`src/rtl/pgen_pkg.sv`:
```
package pgen_pkg;
  localparam int CW       = 8;
  localparam int DIV_BITS = 4;

  typedef enum logic [1:0] {
    PM_SPLIT   = 2'd0,
    PM_WIDE    = 2'd1,
    PM_CASCADE = 2'd2,
    PM_SPLIT_B = 2'd3
  } pmode_e;

  // low-order mask that must be zero on a tick for divide-by-2^sel
  function automatic logic [DIV_BITS-1:0] div_mask(input logic [2:0] sel);
    return DIV_BITS'((32'd1 << sel) - 32'd1);
  endfunction

  function automatic logic sel_is_slow(input logic [2:0] sel);
    return sel >= 3'd5;
  endfunction

  // reload width for the upper channel: joined in wide mode, zero-extended otherwise
  function automatic logic [2*CW-1:0] join_width(input logic wide,
                                                 input logic [CW-1:0] upper,
                                                 input logic [CW-1:0] lower);
    return wide ? {upper, lower} : {{CW{1'b0}}, upper};
  endfunction
endpackage

```
`src/rtl/pgen_tick.sv`:
```
module pgen_tick
  import pgen_pkg::*;
#(
  parameter int SLOW_DIV = 512
) (
  input  logic       clk,
  input  logic       rst,
  input  logic       en,
  input  logic [2:0] sel,
  output logic       tick
);
  localparam int SW = (SLOW_DIV > 1) ? $clog2(SLOW_DIV) : 1;

  logic [DIV_BITS-1:0] div_q;
  logic [SW-1:0]       slow_q;
  logic                slow_wrap;

  assign slow_wrap = (slow_q == SW'(SLOW_DIV - 1));

  always_ff @(posedge clk) begin
    if (rst || !en) begin
      div_q  <= '0;
      slow_q <= '0;
    end else begin
      div_q  <= div_q + DIV_BITS'(1);
      slow_q <= slow_wrap ? '0 : slow_q + SW'(1);
    end
  end

  assign tick = sel_is_slow(sel) ? (slow_q == '0)
                                 : ((div_q & div_mask(sel)) == '0);

  // divided ticks never arrive on consecutive running cycles
  a_r3_tick_spacing: assert property (@(posedge clk) disable iff (rst)
    (en && tick && sel != 3'd0) |=> (!tick || !$stable(sel) || !$past(en)));
endmodule

```
`src/rtl/pgen_chan.sv`:
```
module pgen_chan #(
  parameter int W = 8
) (
  input  logic         clk,
  input  logic         rst,
  input  logic         run,
  input  logic         tick,
  input  logic [W-1:0] lo_w,
  input  logic [W-1:0] hi_w,
  output logic         out,
  output logic         uf
);
  logic         active_q;
  logic         lvl_q;
  logic [W-1:0] cnt_q;

  // underflow event, brought out for the flag logic and the checks
  assign uf  = run && active_q && tick && (cnt_q == '0);
  assign out = lvl_q;

  always_ff @(posedge clk) begin
    if (rst) begin
      active_q <= 1'b0;
      lvl_q    <= 1'b0;
      cnt_q    <= '0;
    end else if (!run) begin
      active_q <= 1'b0;
      lvl_q    <= 1'b0;
    end else if (!active_q) begin
      active_q <= 1'b1;
      lvl_q    <= 1'b0;
      cnt_q    <= lo_w;
    end else if (tick) begin
      if (cnt_q == '0) begin
        lvl_q <= ~lvl_q;
        cnt_q <= lvl_q ? lo_w : hi_w;
      end else begin
        cnt_q <= cnt_q - W'(1);
      end
    end
  end

  // stopping drives the output low
  a_r10_stop_low: assert property (@(posedge clk) disable iff (rst)
    !run |=> !out);
  // a fresh start begins in the low phase
  a_r2_start_low: assert property (@(posedge clk) disable iff (rst)
    (run && !active_q) |=> !out);
  // the output moves only on an underflow
  a_r2_hold_level: assert property (@(posedge clk) disable iff (rst)
    (run && active_q && !uf) |=> (out == $past(out)));
  // every underflow flips the output
  a_r2_flip: assert property (@(posedge clk) disable iff (rst)
    uf |=> (out != $past(out)));
endmodule

```
`src/rtl/pgen_pair.sv`:
```
module pgen_pair
  import pgen_pkg::*;
#(
  parameter int SLOW_DIV = 512
) (
  input  logic          clk,
  input  logic          rst,
  input  logic [2:0]    clk_sel,
  input  logic [1:0]    mode,
  input  logic [1:0]    run,
  input  logic          wr_en,
  input  logic [1:0]    wr_addr,
  input  logic [CW-1:0] wr_data,
  input  logic [1:0]    irq_en,
  input  logic [1:0]    irq_clr,
  output logic [1:0]    pulse,
  output logic [1:0]    irq
);
  localparam int NREG = 4;
  localparam int WW   = 2 * CW;

  pmode_e       mode_e;
  logic [CW-1:0] wreg_q [NREG];
  logic          run0_e, run1_e, any_run;
  logic          base_tick, tick1;
  logic [1:0]    uf;
  logic [1:0]    irq_q;
  logic [WW-1:0] lo1, hi1;
  logic          wide;

  assign mode_e = pmode_e'(mode);
  assign wide   = (mode_e == PM_WIDE);

  always_ff @(posedge clk) begin
    if (rst) begin
      for (int i = 0; i < NREG; i++) wreg_q[i] <= '0;
    end else if (wr_en) begin
      wreg_q[wr_addr] <= wr_data;
    end
  end

  always_comb begin
    case (mode_e)
      PM_WIDE:    run0_e = 1'b0;
      PM_CASCADE: run0_e = run[1];
      default:    run0_e = run[0];
    endcase
  end
  assign run1_e  = run[1];
  assign any_run = run0_e || run1_e;

  pgen_tick #(.SLOW_DIV(SLOW_DIV)) u_tick (
    .clk (clk), .rst (rst), .en (any_run), .sel (clk_sel), .tick (base_tick)
  );

  assign tick1 = (mode_e == PM_CASCADE) ? uf[0] : base_tick;
  assign lo1   = join_width(wide, wreg_q[2], wreg_q[0]);
  assign hi1   = join_width(wide, wreg_q[3], wreg_q[1]);

  pgen_chan #(.W(CW)) u_ch0 (
    .clk (clk), .rst (rst), .run (run0_e), .tick (base_tick),
    .lo_w (wreg_q[0]), .hi_w (wreg_q[1]), .out (pulse[0]), .uf (uf[0])
  );

  pgen_chan #(.W(WW)) u_ch1 (
    .clk (clk), .rst (rst), .run (run1_e), .tick (tick1),
    .lo_w (lo1), .hi_w (hi1), .out (pulse[1]), .uf (uf[1])
  );

  generate
    for (genvar g = 0; g < 2; g++) begin : g_flag
      always_ff @(posedge clk) begin
        if (rst)                        irq_q[g] <= 1'b0;
        else if (uf[g] && irq_en[g])    irq_q[g] <= 1'b1;
        else if (irq_clr[g])            irq_q[g] <= 1'b0;
      end

      // an enabled underflow raises the flag
      a_r8_flag_set: assert property (@(posedge clk) disable iff (rst)
        (uf[g] && irq_en[g]) |=> irq[g]);
      // a clear without a competing underflow drops the flag
      a_r9_flag_clear: assert property (@(posedge clk) disable iff (rst)
        (irq_clr[g] && !(uf[g] && irq_en[g])) |=> !irq[g]);
    end
  endgenerate

  assign irq = irq_q;

  // in wide mode the lower output stays low
  a_r5_wide_low: assert property (@(posedge clk) disable iff (rst)
    (mode == 2'd1 && $past(mode) == 2'd1) |-> !pulse[0]);
endmodule

```
`config.mk`:
```
export PLATFORM = sky130hd
export DESIGN_NAME = pgen_pair
export DESIGN_NICKNAME = d
export VERILOG_FILES = /design/src/rtl/pgen_pkg.sv /design/src/rtl/pgen_tick.sv /design/src/rtl/pgen_chan.sv /design/src/rtl/pgen_pair.sv
export SDC_FILE = /design/constraint.sdc
export NUM_CORES = 1
export LEC_CHECK = 0
export ABC_AREA = 1
export BUFFER_PORTS_ARGS = -buffer_cell sky130_fd_sc_hd__buf_2
export CAP_MARGIN = 10
export CORE_UTILIZATION = 45
export CTS_CLUSTER_DIAMETER = 30
export DETAILED_ROUTE_END_ITERATION = 12
export PLACE_DENSITY_LB_ADDON = 0.15
export SLEW_MARGIN = 10
export SYNTH_ARGS = -nofsm -noshare
export SYNTH_HDL_FRONTEND = slang
export SYNTH_SLANG_ARGS = --single-unit
```
`constraint.sdc`:
```
create_clock -name clk -period 2.7 [get_ports clk]
set_clock_uncertainty 0.15 [all_clocks]
set_input_delay 0.54 -clock clk [delete_from_list [all_inputs] [get_ports clk]]
set_output_delay 0.54 -clock clk [all_outputs]
set_load 0.01 [all_outputs]
```
# After elaboration in Yosys (flattened, before gate mapping)
# Memory sizes are Yosys's and may differ from the RTL's.
# Cells that the tools add are included.
[totals]
mem_count = 1
reg_bits = 43
out_inout_bits = 4
input_bits = 24
ram_bits = 32
[op_classes]
shifts = 1
n_addsub = 5
n_reduce_logical = 25
magnitude_cmp = 1
bitwise_logic = 7
muxes = 27
n_eq_ne = 5
[memory_table]
columns = ["name", "words", "width", "rd", "rd_ports_with_merged_regs", "wr", "line_no", "rtl"]
rows = [
  ["wreg_q", 4, 8, 4, 0, 4, "pgen_pair.sv:23", "logic [CW-1:0] wreg_q [NREG];"],
]
[op_table]
columns = ["operator", "n"]
rows = [
  ["2-to-1 mux 16 bit", 6],
  ["2-to-1 mux 8 bit", 5],
  ["logical NOT 16 bit", 1],
  ["subtractor 16 x 1 -> 16 bit, second input constant", 1],
  ["2-to-1 mux 1 bit", 14],
  ["adder 9 x 1 -> 9 bit, second input constant", 1],
  ["== test 9 bit, second input constant", 1],
  ["logical NOT 9 bit", 1],
  ["logical AND 1 bit", 8],
  ["logical NOT 8 bit", 1],
  ["AND reduction 2 bit", 4],
  ["OR reduction 8 bit", 1],
  ["subtractor 8 x 1 -> 8 bit, second input constant", 1],
  ["inverter 1 bit", 6],
  ["OR reduction 3 bit", 2],
  ["adder 4 x 1 -> 4 bit, second input constant", 1],
  ["AND 4 bit", 1],
  ["logical NOT 4 bit", 1],
  ["nonzero test 2 bit", 2],
  ["left shift 1 x 3 -> 4 bit, first input constant", 1],
  ["subtractor 4 x 1 -> 4 bit, second input constant", 1],
  ["greater-or-equal comparator 3 bit, second input constant", 1],
  ["== test 2 x 1 -> 1 bit, second input constant", 1],
  ["== test 2 bit, second input constant", 1],
  ["other kinds (7)", 8],
]

# Longest topological paths before layout
[depth]
word_depth = 12
ltp_mapped = 15
depth_no_buf = 15

# Hierarchy
# Synthesis repeated with hierarchy kept, for this count alone.
[hier_totals]
hier_cells = 714
hier_area_um2 = 4888.4
[modules_own_cells]
columns = ["module", "seq_area_each_um2", "cells_per_inst", "n_inst", "area_each_um2"]
rows = [
  ["pgen_pair", 1001.0, 194, 1, 1729.2],
  ["pgen_chan (u_ch1)", 360.3, 292, 1, 1661.6],
  ["pgen_chan (u_ch0)", 200.2, 139, 1, 854.6],
  ["pgen_tick", 260.2, 89, 1, 643.1],
]

# Worst setup path after synthesis
# No wires, ideal clock.
[synth_timing]
path_type = "input to register"
startpoint = "input port clk_sel[2]"
endpoint = "register u_ch0.cnt_q[0]"
stages = 13
path_buffers = 0
setup_slack_ps = 520
arrival_ps = 1914
path_cell_list = "nor2_2 > nand2_1 > ha_1 > inv_1 > nand2_1 > o21ai_1 > nor2_2 > nand2_1 > nand2_4 > o21ai_4 > inv_1 > o21ai_0 > nor2_1"
[synth_between]
elab_chain_len = 7
word_cells_on_any_way = 8
[synth_lines]
columns = ["item", "line_no", "rtl"]
rows = [
  ["start, declared", "pgen_pair.sv:8", "input logic [2:0] clk_sel,"],
  ["left shift 1 x 3 -> 4 bit", "pgen_pkg.sv:14", "return DIV_BITS'((32'd1 << sel) - 32'd1);"],
  ["subtractor 4 x 1 -> 4 bit", "pgen_pkg.sv:14", ""],
  ["AND 4 bit", "pgen_tick.sv:31", ": ((div_q & div_mask(sel)) == '0);"],
  ["logical NOT 4 bit", "pgen_tick.sv:31", ""],
  ["2-to-1 mux 1 bit *", "pgen_tick.sv:30", "assign tick = sel_is_slow(sel) ? (slow_q == '0)"],
  ["!= test 2 bit (no line) *", "n/a", ""],
  ["AND reduction 2 bit (no line) *", "n/a", ""],
  ["end signal, assigned", "pgen_chan.sv:32", "cnt_q <= lo_w;"],
  ["end signal, assigned", "pgen_chan.sv:36", "cnt_q <= lvl_q ? lo_w : hi_w;"],
  ["end signal, assigned", "pgen_chan.sv:38", "cnt_q <= cnt_q - W'(1);"],
  ["end, declared", "pgen_chan.sv:15", "logic [W-1:0] cnt_q;"],
]
# Every way passes the cells marked *; elsewhere a longest branch is shown, timed or not.
# A chain may end at the register's enable or synchronous reset.

# Worst setup path in the final report
[layout_timing]
startpoint = "register u_ch1.cnt_q[0]"
endpoint = "register u_ch1.cnt_q[14]"
[layout_between]
elab_chain_len = 4
word_cells_on_any_way = 5
[layout_lines]
columns = ["item", "line_no", "rtl"]
rows = [
  ["start, declared", "pgen_chan.sv:15", ""],
  ["start signal, assigned", "pgen_chan.sv:32", ""],
  ["start signal, assigned", "pgen_chan.sv:36", ""],
  ["start signal, assigned", "pgen_chan.sv:38", ""],
  ["subtractor 16 x 1 -> 16 bit / logical NOT 16 bit (equally long branches)", "pgen_chan.sv:38, pgen_chan.sv:34", ""],
  ["2-to-1 mux 16 bit *", "pgen_chan.sv:34", "if (cnt_q == '0) begin"],
  ["2-to-1 mux 16 bit *", "pgen_chan.sv:33", "end else if (tick) begin"],
  ["2-to-1 mux 16 bit *", "pgen_chan.sv:29", "end else if (!active_q) begin"],
]
# Every way passes the cells marked *; elsewhere a longest branch is shown, timed or not. The select of a mux whose other input is x is not followed.

==> reports/results.ini <==
[outcome]
status=finished clean

[sta]
hold_violations=0
period_minus_slack_ns=2.29
setup_tns_ns=0
fmax_mhz=437
tightest_slew_ns=0.567
hold_slack_ns=0.279
maxSlewHeadroom_pct=62.2
rsz0062_at_grt=no
final_max_slew_viol_count=0
setup_viol=0
final.period_utilization_pct=84.8

[cells_and_area]
layout_commonest_cell=nand2_1
final_cell_mix=nand2_1, nor2_1, inv_1
diodes=0
final_nets=742
area_growth_pct=10.4
drive_gt1_share_pct=11.1

[drt]
dr.pass1.iters=5
ant_nets=0
met3_length_um=577
routedLengthMet1_um=5570
via_count=4359
topRoutingLayerUsed=met4
routed_wl_um=11800
wl_met2_um=5320
drc_errors=0
via_per_inst=5.16
drtIter0Drc=227
wire_per_inst_um=14.0

[pwr]
ir_drop_uv=355
intPower_uw=2110
p_leak_uw=0.00235
power_frac_seq_pct=43.5
power_switching_uw=981
combPwrFrac_pct=22.8
clkPwrFrac_pct=33.8
power_density_nw_per_um2=597
switching_share_pct=31.7

[worst_setup_path]
crit_path_cell_trace=inv_1 -> ha_1 -> nand2_1 -> nor2_1 -> nand3_2 -> inv_1 -> a21oi_1 -> o21ai_1 -> nand3_1 -> nand2_1 -> nor2_1
max_stage_delay_ns=0.31
crit_buf_inv=2
cp_max_fo=14
end_kind=flip-flop
worst_path_max_delay_cell=dfxtp_1
r2r_start=u_ch1.cnt_q[0]$_SDFFE_PP0P_
worstRegToRegCells=11
cp-endpoint=u_ch1.cnt_q[14]$_SDFFE_PP0P_
reg2reg_slack_ns=0.41
crit_family=simple AND/OR/NAND/NOR gates
critPathLaunch=u_ch1.cnt_q[0]$_SDFFE_PP0P_
timing_worst_setup_path_type=flip-flop to flip-flop
r2r-end=u_ch1.cnt_q[14]$_SDFFE_PP0P_
cp.required_ns=2.80
worstSetupStartpointType=flip-flop
path_depth=11
cp_data_arrival_time_ns=2.39

[global_route]
grt_antenna_before_repair=0
grt-ovfl-total=0
grt_pass1_vias=4040
grt.total_usage_pct=22.8
grt_pass1_wl_um=19600
grt_max_degree=35

[synthesis]
synth_flop_cell=dfxtp_1
synthCells=681
ys_ff_latch=75
syn_avg_cell_area_um2=6.90
synth_edf_count=32
synth_area_leader_cell=edfxtp_1
ys_top_cells_by_area=edfxtp_1, dfxtp_1, nand2_1
async_flop_share_pct=0
synth_top_cell_area_share_pct=20.5
yosys_warnings=0
synth_cell_types=38
synth_fp_nets=716
netlist_area_um2=4700
ys_seq_area_share_pct=38.8

[placement]
port_buffers=27
gp_congestion=0.935
dpl.hpwl_um=9240

[flow_run]
maxCapViolCount=0

[floorplan]
num_rows=36
die_area_um2=10800
die_w_um=104
initial_core_util_pct=47.2
ios=28
die_y_um=104
coreArea_um2=9950

[clocking]
cts-hold-fix-buffers=0
clk_pin_slew_ns=0.07
cts_root_buf=clkbuf_8
cts_buffers=9
cts_tree=yes
htree_levels=3
postCtsSetupRepairBufs=0
ctsLongestPathBuffers=2
clock_latency_ns=0.36
cts_resized=0
cts.sinks=75

[worst_hold_path]
min_from=irq_clr[0]
whs_path_depth=4
hold_class=input port to flip-flop

cell usage after synthesis, types with 4 or more instances:
master and count:
a21oi_1 38, a31oi_1 4, buf_2 8, buf_4 6, clkbuf_1 5, clkinv_1 4, dfxtp_1 43, edfxtp_1 32
ha_1 11, inv_1 82, mux2i_1 4, nand2_1 163, nand2_2 5, nand3_1 59, nand4_1 7, nor2_1 115
nor2_2 5, nor2_4 5, nor3_1 16, o21ai_0 31, o21ai_1 6, xor2_1 6
registers in the layout, indices dropped and copies added (netlist names), 2 cells and up:
register,cells
wreg_q,32
u_ch1.cnt_q,16
u_tick.slow_q,9
u_ch0.cnt_q,8
u_tick.div_q,4
irq,2
power by group through the flow:
stage	Sequential, uW	Clock [uW]	Combinational (uW)
4_1_cts	1350	1060	701
3_5_place_dp	1370	0	697
5_1_grt	1360	1110	802
3_3_place_gp	1370	0	689
2_1_floorplan	1340	0	551
6_report	1350	1050	705
final cells by class:
| type | count | area (um^2) |
|---|---|---|
| Fill cell | 1001 | 4770 |
| Inverter | 88 | 330 |
| Clock inverter | 7 | 115 |
| Tap cell | 133 | 166 |
| Clock buffer | 9 | 124 |
| Sequential cell | 75 | 1820 |
| Multi-Input combinational cell | 496 | 2410 |
| Timing Repair Buffer | 37 | 223 |
routing by layer:
layer  up-vias  track usage [%]
li1       2243                -
met1      1968             30.6
met2       119             36.5
met3        29             4.07
met4         0             8.67
met5         -                0
stage by stage:
step / setup WS, ns / total power [uW] / utilization [%] / instances / area (um^2)
after floorplan: 0.520 / 1890 / - / 681 / 4700
after global placement: 0.163 / 2060 / 49.7 / 829 / 4950
after detailed placement: 0.119 / 2070 / 49.7 / 829 / 4950
after CTS: 0.429 / 3110 / 52.1 / 845 / 5190
after global routing: 0.243 / 3270 / 52.1 / 845 / 5190
final: 0.412 / 3100 / 52.1 / 845 / 5190
kinds of logic after synthesis:
logic type	synth area share (%)
buffers and inverters	9.97
multiplexers	0.853
XOR/XNOR	1.68
flip-flops	38.8
AO/OA/AOI/OAI	10.4
AND/OR/NAND/NOR	35.4
adder cells (fa/ha/maj)	2.93
worst min-delay path by stage:
| stage | to | slack, ns |
|---|---|---|
| floorplan | u_tick.div_q[0]$_SDFF_PP0_ | 0.28 |
| global placement | u_tick.slow_q[0]$_SDFF_PP0_ | 0.30 |
| detailed placement | u_tick.slow_q[6]$_SDFF_PP0_ | 0.31 |
| CTS | irq[0]$_SDFFE_PP0P_ | 0.27 |
| global route | irq[0]$_SDFFE_PP0P_ | 0.29 |
| finish | irq[0]$_SDFFE_PP0P_ | 0.28 |
worst reg2reg max path, delay by kind of cell, from the launching register on:
| kind | cells | cell delay, ns |
|---|---|---|
| simple gates | 6 | 0.73 |
| compound gates | 2 | 0.26 |
| flops | 1 | 0.31 |
| buf+inv | 2 | 0.49 |
| fa+ha+maj | 1 | 0.25 |
Power figures use the tool's default switching activity.
